[src/rtl/sam_pkg.sv]
package sam_pkg;

    typedef enum logic {
        ST_IDLE = 1'b0,
        ST_RUN  = 1'b1
    } sam_state_e;

    typedef enum logic [1:0] {
        SK_HOLD = 2'd0,
        SK_BIT  = 2'd1,
        SK_JUMP = 2'd2
    } sam_step_e;

endpackage

[src/rtl/sam_step.sv]
// One accumulator step: hold, single-bit shift with conditional add, or whole-word jump.
module sam_step
    import sam_pkg::*;
#(
    parameter int SIG_W  = 128,
    parameter int WORD_W = 32
) (
    input  logic [SIG_W-1:0] acc_i,
    input  logic [SIG_W-1:0] mcand_i,
    input  logic             rnd_i,
    input  logic             stk_i,
    input  logic             ybit_i,
    input  sam_step_e        kind_i,
    output logic [SIG_W-1:0] acc_o,
    output logic             rnd_o,
    output logic             stk_o
);

    logic [SIG_W-1:0] shifted;
    logic [SIG_W-1:0] addend;

    always_comb begin
        shifted = acc_i >> 1;
        addend  = ybit_i ? mcand_i : '0;
        acc_o   = acc_i;
        rnd_o   = rnd_i;
        stk_o   = stk_i;
        case (kind_i)
            SK_BIT: begin
                stk_o = stk_i | rnd_i;
                rnd_o = acc_i[0];
                acc_o = shifted + addend;
            end
            SK_JUMP: begin
                stk_o = stk_i | rnd_i | (|acc_i[WORD_W-2:0]);
                rnd_o = acc_i[WORD_W-1];
                acc_o = acc_i >> WORD_W;
            end
            default: begin
                acc_o = acc_i;
            end
        endcase
    end

endmodule

[src/rtl/sam_norm.sv]
// Final normalization: one extra right shift when the product reaches 2^LIMIT.
module sam_norm #(
    parameter int SIG_W = 128,
    parameter int LIMIT = 113
) (
    input  logic [SIG_W-1:0] acc_i,
    input  logic             rnd_i,
    input  logic             stk_i,
    output logic [SIG_W-1:0] sig_o,
    output logic             rnd_o,
    output logic             stk_o,
    output logic             inc_o
);

    always_comb begin
        inc_o = |acc_i[SIG_W-1:LIMIT];
        if (inc_o) begin
            sig_o = acc_i >> 1;
            rnd_o = acc_i[0];
            stk_o = stk_i | rnd_i;
        end else begin
            sig_o = acc_i;
            rnd_o = rnd_i;
            stk_o = stk_i;
        end
    end

endmodule

[src/rtl/sam_msb.sv]
// Index of the highest set bit of a word (0 for an all-zero word).
module sam_msb #(
    parameter int WORD_W = 32,
    localparam int IW    = $clog2(WORD_W)
) (
    input  logic [WORD_W-1:0] word_i,
    output logic [IW-1:0]     pos_o
);

    always_comb begin
        pos_o = '0;
        for (int i = 0; i < WORD_W; i++) begin
            if (word_i[i]) pos_o = IW'(i);
        end
    end

endmodule

[src/rtl/sam_mul.sv]
module sam_mul
    import sam_pkg::*;
#(
    parameter int WORD_W   = 32,
    parameter int N_WORDS  = 4,
    parameter int EXP_W    = 32,
    parameter int LEAD_BIT = 16
) (
    input  logic                            clk,
    input  logic                            rst_n,
    input  logic                            start_i,
    input  logic [WORD_W*N_WORDS-1:0]       x_sig_i,
    input  logic [WORD_W*N_WORDS-1:0]       y_sig_i,
    input  logic signed [EXP_W-1:0]         x_exp_i,
    input  logic signed [EXP_W-1:0]         y_exp_i,
    output logic                            busy_o,
    output logic                            done_o,
    output logic [WORD_W*N_WORDS-1:0]       sig_o,
    output logic signed [EXP_W-1:0]         exp_o,
    output logic                            rnd_o,
    output logic                            stk_o
);

    localparam int SIG_W    = WORD_W * N_WORDS;
    localparam int BI_W     = $clog2(WORD_W);
    localparam int WI_W     = (N_WORDS > 1) ? $clog2(N_WORDS) : 1;
    localparam int LEAD_POS = (N_WORDS - 1) * WORD_W + LEAD_BIT;
    localparam logic [WI_W-1:0] TOP_IDX  = WI_W'(N_WORDS - 1);
    localparam logic [BI_W-1:0] LAST_BIT = BI_W'(WORD_W - 1);

    typedef struct packed {
        sam_state_e        st;
        logic [SIG_W-1:0]  acc;
        logic [SIG_W-1:0]  mcand;
        logic [SIG_W-1:0]  mplier;
        logic              rnd;
        logic              stk;
        logic [WI_W-1:0]   widx;
        logic [BI_W-1:0]   bidx;
        logic [EXP_W-1:0]  esum;
        logic [SIG_W-1:0]  res_sig;
        logic [EXP_W-1:0]  res_exp;
        logic              res_rnd;
        logic              res_stk;
        logic              done;
    } regs_t;

    regs_t d, q;

    logic [WORD_W-1:0] yword [N_WORDS];
    logic [WORD_W-1:0] cur_word;
    logic [BI_W-1:0]   top_msb;
    logic              word_zero, at_bottom, at_top, first_bit, last_bit, word_end, finish;
    sam_step_e         kind;
    logic [SIG_W-1:0]  st_acc, nm_sig;
    logic              st_rnd, st_stk, nm_rnd, nm_stk, nm_inc;

    for (genvar g = 0; g < N_WORDS; g++) begin : g_words
        assign yword[g] = q.mplier[g*WORD_W +: WORD_W];
    end

    assign cur_word = yword[q.widx];

    sam_msb #(.WORD_W(WORD_W)) u_msb (
        .word_i (yword[N_WORDS-1]),
        .pos_o  (top_msb)
    );

    always_comb begin
        word_zero = (cur_word == '0);
        at_bottom = (q.widx == '0);
        at_top    = (q.widx == TOP_IDX);
        first_bit = (q.bidx == '0);
        if (first_bit && word_zero && at_bottom && !at_top) begin
            kind = SK_HOLD;
        end else if (first_bit && word_zero && !at_top) begin
            kind = SK_JUMP;
        end else begin
            kind = SK_BIT;
        end
        last_bit = at_top ? (q.bidx == top_msb) : (q.bidx == LAST_BIT);
        word_end = (kind != SK_BIT) || last_bit;
        finish   = at_top && last_bit && (kind == SK_BIT);
    end

    sam_step #(.SIG_W(SIG_W), .WORD_W(WORD_W)) u_step (
        .acc_i   (q.acc),
        .mcand_i (q.mcand),
        .rnd_i   (q.rnd),
        .stk_i   (q.stk),
        .ybit_i  (cur_word[q.bidx]),
        .kind_i  (kind),
        .acc_o   (st_acc),
        .rnd_o   (st_rnd),
        .stk_o   (st_stk)
    );

    sam_norm #(.SIG_W(SIG_W), .LIMIT(LEAD_POS + 1)) u_norm (
        .acc_i (st_acc),
        .rnd_i (st_rnd),
        .stk_i (st_stk),
        .sig_o (nm_sig),
        .rnd_o (nm_rnd),
        .stk_o (nm_stk),
        .inc_o (nm_inc)
    );

    always_comb begin
        d      = q;
        d.done = 1'b0;
        case (q.st)
            ST_IDLE: begin
                if (start_i) begin
                    d.st     = ST_RUN;
                    d.acc    = '0;
                    d.rnd    = 1'b0;
                    d.stk    = 1'b0;
                    d.mcand  = x_sig_i;
                    d.mplier = y_sig_i;
                    d.widx   = '0;
                    d.bidx   = '0;
                    d.esum   = x_exp_i + y_exp_i;
                end
            end
            ST_RUN: begin
                d.acc = st_acc;
                d.rnd = st_rnd;
                d.stk = st_stk;
                if (finish) begin
                    d.st      = ST_IDLE;
                    d.res_sig = nm_sig;
                    d.res_rnd = nm_rnd;
                    d.res_stk = nm_stk;
                    d.res_exp = q.esum + EXP_W'(nm_inc);
                    d.done    = 1'b1;
                end else if (word_end) begin
                    d.widx = q.widx + 1'b1;
                    d.bidx = '0;
                end else begin
                    d.bidx = q.bidx + 1'b1;
                end
            end
            default: d = q;
        endcase
    end

    always_ff @(posedge clk or negedge rst_n) begin
        if (!rst_n) q <= '0;
        else        q <= d;
    end

    assign busy_o = (q.st == ST_RUN);
    assign done_o = q.done;
    assign sig_o  = q.res_sig;
    assign exp_o  = q.res_exp;
    assign rnd_o  = q.res_rnd;
    assign stk_o  = q.res_stk;

endmodule

[config.mk]
export PLATFORM = sky130hd
export DESIGN_NAME = sam_mul
export DESIGN_NICKNAME = d
export VERILOG_FILES = /design/src/rtl/sam_pkg.sv /design/src/rtl/sam_step.sv /design/src/rtl/sam_norm.sv /design/src/rtl/sam_msb.sv /design/src/rtl/sam_mul.sv
export SDC_FILE = /design/constraint.sdc
export NUM_CORES = 2
export LEC_CHECK = 0
export CAP_MARGIN = 20
export CORE_MARGIN = 2
export CORE_UTILIZATION = 52
export DETAILED_ROUTE_END_ITERATION = 10
export GPL_TIMING_DRIVEN = 0
export PLACE_DENSITY = 0.78
export SLEW_MARGIN = 20
export SYNTH_ARGS = -nofsm -noshare
export SYNTH_HDL_FRONTEND = slang
export SYNTH_SLANG_ARGS = --single-unit
[constraint.sdc]
create_clock -name clk -period 7.8 [get_ports clk]
set_input_delay 1.56 -clock clk [delete_from_list [all_inputs] [get_ports clk]]
set_output_delay 1.56 -clock clk [all_outputs]
set_load 0.05 [all_outputs]
==> key figures <==
Critical path
  – Crit-path max FO: 7
  – Critical path type: register to register
  – CP Data Arrival Time: 9.35 ns
  – CP peak stage delay: 0.58 ns
  – Reg2reg path depth: 38
  – Data required, critical path: 8.32 ns
  – CP Launch Type: register
  – Critical path's most frequent cell: buf_12
  – Critical Path Slowest Stage Cell: or4b_4
  – CP Capture Type: register

Clock network
  – Clock transition at path regs: 0.06 ns
  – Num CTS Buffers: 69
  – Max clock buf depth: 3
  – CTS tree: built
  – CTS Sinks: 589
  – CTS Hold Buffers Added: 0
  – Root Driver: clkbuf_16
  – Max H-tree Level: 3
  – Clk_lat worst skew: 0.66 ns

Die
  – Starting Density: 52.6%
  – DIE WIDTH: 279 um
  – Core area: 0.0746 mm2
  – Rows: 100
  – Die height: 279 um
  – I/O pin count: 487
  – Die area: 0.0776 mm2

Yosys
  – Synth Warn #: 0
  – Number of synthesized flops with an enable pin: 0
  – Gate count of the mapped netlist: 4,851
  – Synth cell types: 79
  – #FFs+latches synth: 589
  – Yosys top cell by area: dfrtp_1
  – Syn Area/Cell: 8.08 um2
  – Post-Synth Simple-Gate Area: 23.9%
  – Main combinational cell family by area after synthesis: simple AND/OR/NAND/NOR gates
  – Largest cells by area after synthesis: dfrtp_1, nand2_1, ha_1, o21ai_0, a21oi_1
  – Adder-Cell Fraction of Synth Area: 5.33%
  – Synth Area in Compound Gates: 17.2%
  – Most used DFF post-synth: dfrtp_1
  – Syn nets: 5,340
  – Post-synthesis xor/xnor area fraction: 3.80%
  – Post-synthesis mux area share: 5.47%
  – FFs w/ async S/R, synth: 100%
  – Post-Syn Area: 0.0392 mm2
  – Area share of the largest cell type after synthesis: 37.6%
  – Sequential share of the synthesized area: 37.6%

Timing
  – Final worst path period need: 8.83 ns
  – Setup violators final: 149
  – Slew headroom: 5.89%
  – F_max: 113 MHz
  – Worst Skew: 0.0383 ns
  – Fin. Hold Viols: 0
  – Final-report max-slew violation count: 0
  – Crit share post-route: 113%
  – Fin worst setup slack: -1.03 ns
  – RSZ-0062 raised after global routing: true
  – Slew @ Worst Pin: 1.40 ns

Routing
  – Routed WL: 189,000 um
  – Detailed Route Iter0 Violations: 5,684
  – Via count: 42,300
  – DRC Markers: 0
  – Wire per inst: 28.9 um
  – Routed Antenna Nets: 0
  – Via density: 6.45
  – First-pass iteration count of the detailed router: 6

Placed design
  – Port bufs: 485
  – Placed Area: 0.0456 mm2
  – GPL Wtd Cong: 1.12
  – Post-DP HPWL: 143,000 um

GRT
  – Total GRT Usage: 47.3%
  – Largest net degree at the start of global routing: 102
  – Initial antenna violation count: 22
  – Vias in the first global route: 40,300
  – First-pass GRT wire length: 268,000 um
  – GRT Residual Overflow: 0

Cells and area
  – Fin nets: 6,009
  – Area delta synth->final: 30.7%
  – Most frequent cells in the layout: nand2_1, dfrtp_1, clkdlybuf4s50_1, o21ai_0, a21oi_1
  – Fin area: 0.0513 mm2
  – Most common cell after layout, fill and taps aside: nand2_1
  – Layout cell share with drive strength beyond 1: 14.3%

Run status
  – Status: complete, but fails checks
  – Failing checks: setup timing

Worst hold path
  – Worst hold path class: register to register
  – Min-Delay Path Depth: 2

Flow run
  – MaxCap Viol Count: 0
Yosys cell counts, types with 59 or more instances:
cell type     n
nand2_1    1332
dfrtp_1     589
o21ai_0     324
a21oi_1     292
nor2_1      265
clkbuf_1    244
buf_4       167
ha_1        164
nor2b_1     143
mux2i_1     113
xnor2_1      88
nor3_1       85
xor2_1       82
nand3_1      74
nand4_1      73
a21o_1       63
a221o_1      60
o22ai_1      59
flip-flops by register name, summed over array words and instances (netlist names):
| name | cells |
|---|---|
| sig_o | 128 |
| done_o | 1 |
| stk_o | 1 |
| q | 425 |
| exp_o | 32 |
| rnd_o | 1 |
| busy_o | 1 |
path summary, 6_finish.rpt:
kind,start,endpoint,slack (ns)
min reg2reg,q[382]$_DFFE_PN0P_,q[382]$_DFFE_PN0P_,0.47
max reg2reg,q[200]$_DFFE_PN0P_,exp_o[16]$_DFFE_PN0P_,-1.03
max in group asynchronous,rst_n,q[185]$_DFFE_PN0P_,5.36
min in group asynchronous,rst_n,q[399]$_DFFE_PN0P_,0.78
min,q[382]$_DFFE_PN0P_,q[382]$_DFFE_PN0P_,0.47
max,q[200]$_DFFE_PN0P_,exp_o[16]$_DFFE_PN0P_,-1.03
kinds of logic after synthesis:
group | Yosys count
mux | 161
buf+inv | 518
flops | 589
fa+ha+maj | 166
xor+xnor | 170
compound gates | 1090
simple gates | 2157
timing repair:
action / 4_1_cts / 5_1_grt
resized for setup: 309 / 188
endpoints found under the setup margin: 208 / 155
gates cloned: 6 / 5
pin swaps: 60 / 59
buffers inserted: 72 / 49
per-layer routing:
metal  vias to the layer above  routed length (um)  track usage, %  share of wire (%)
met1                     20100               68000            58.5                 36
met3                       873               25100            15.6                 13
met2                      3160               81200            71.7                 43
li1                      18100                   -               -                  -
met4                        30               14800            29.0                7.8
met5                         -                 319            1.06               0.17
worst max-delay path: cells and delay by family, from the launching register on:
kind / cells / cell delay (ns)
buffers and inverters: 12 / 1.87
AO/OA/AOI/OAI: 9 / 1.91
AND/OR/NAND/NOR: 8 / 1.49
multiplexers: 5 / 2.11
flip-flops: 1 / 0.42
XOR/XNOR: 1 / 0.24
adder cells (fa/ha/maj): 3 / 0.64
cell type report:
cell class	instances	area, um2
multi-input combinational	3744	23400
fill	5809	23300
sequential	589	14700
timing repair buffer	624	6410
buffer	433	2760
clock buffer	89	1970
tap	969	1210
clock inverter	37	563
inverter	59	229
antenna	12	30.0
through the flow:
stage,instances,hold slack (ns),setup TNS [ns],util [%],setup slack (ns)
floorplan,4851,0.438,0,-,0.00452
global placement,6305,0.450,-,60.9,-20.95
detailed placement,6312,0.454,-384.70,61.2,-3.64
CTS,6493,0.468,-26.65,67.1,-0.778
global route,6546,0.480,-76.75,68.7,-1.17
finish,6556,0.468,-60.89,68.8,-1.03
Power is left out: the tool's default activity adds up to more than one toggle a clock period on the data nets, which glitch-free logic cannot reach.
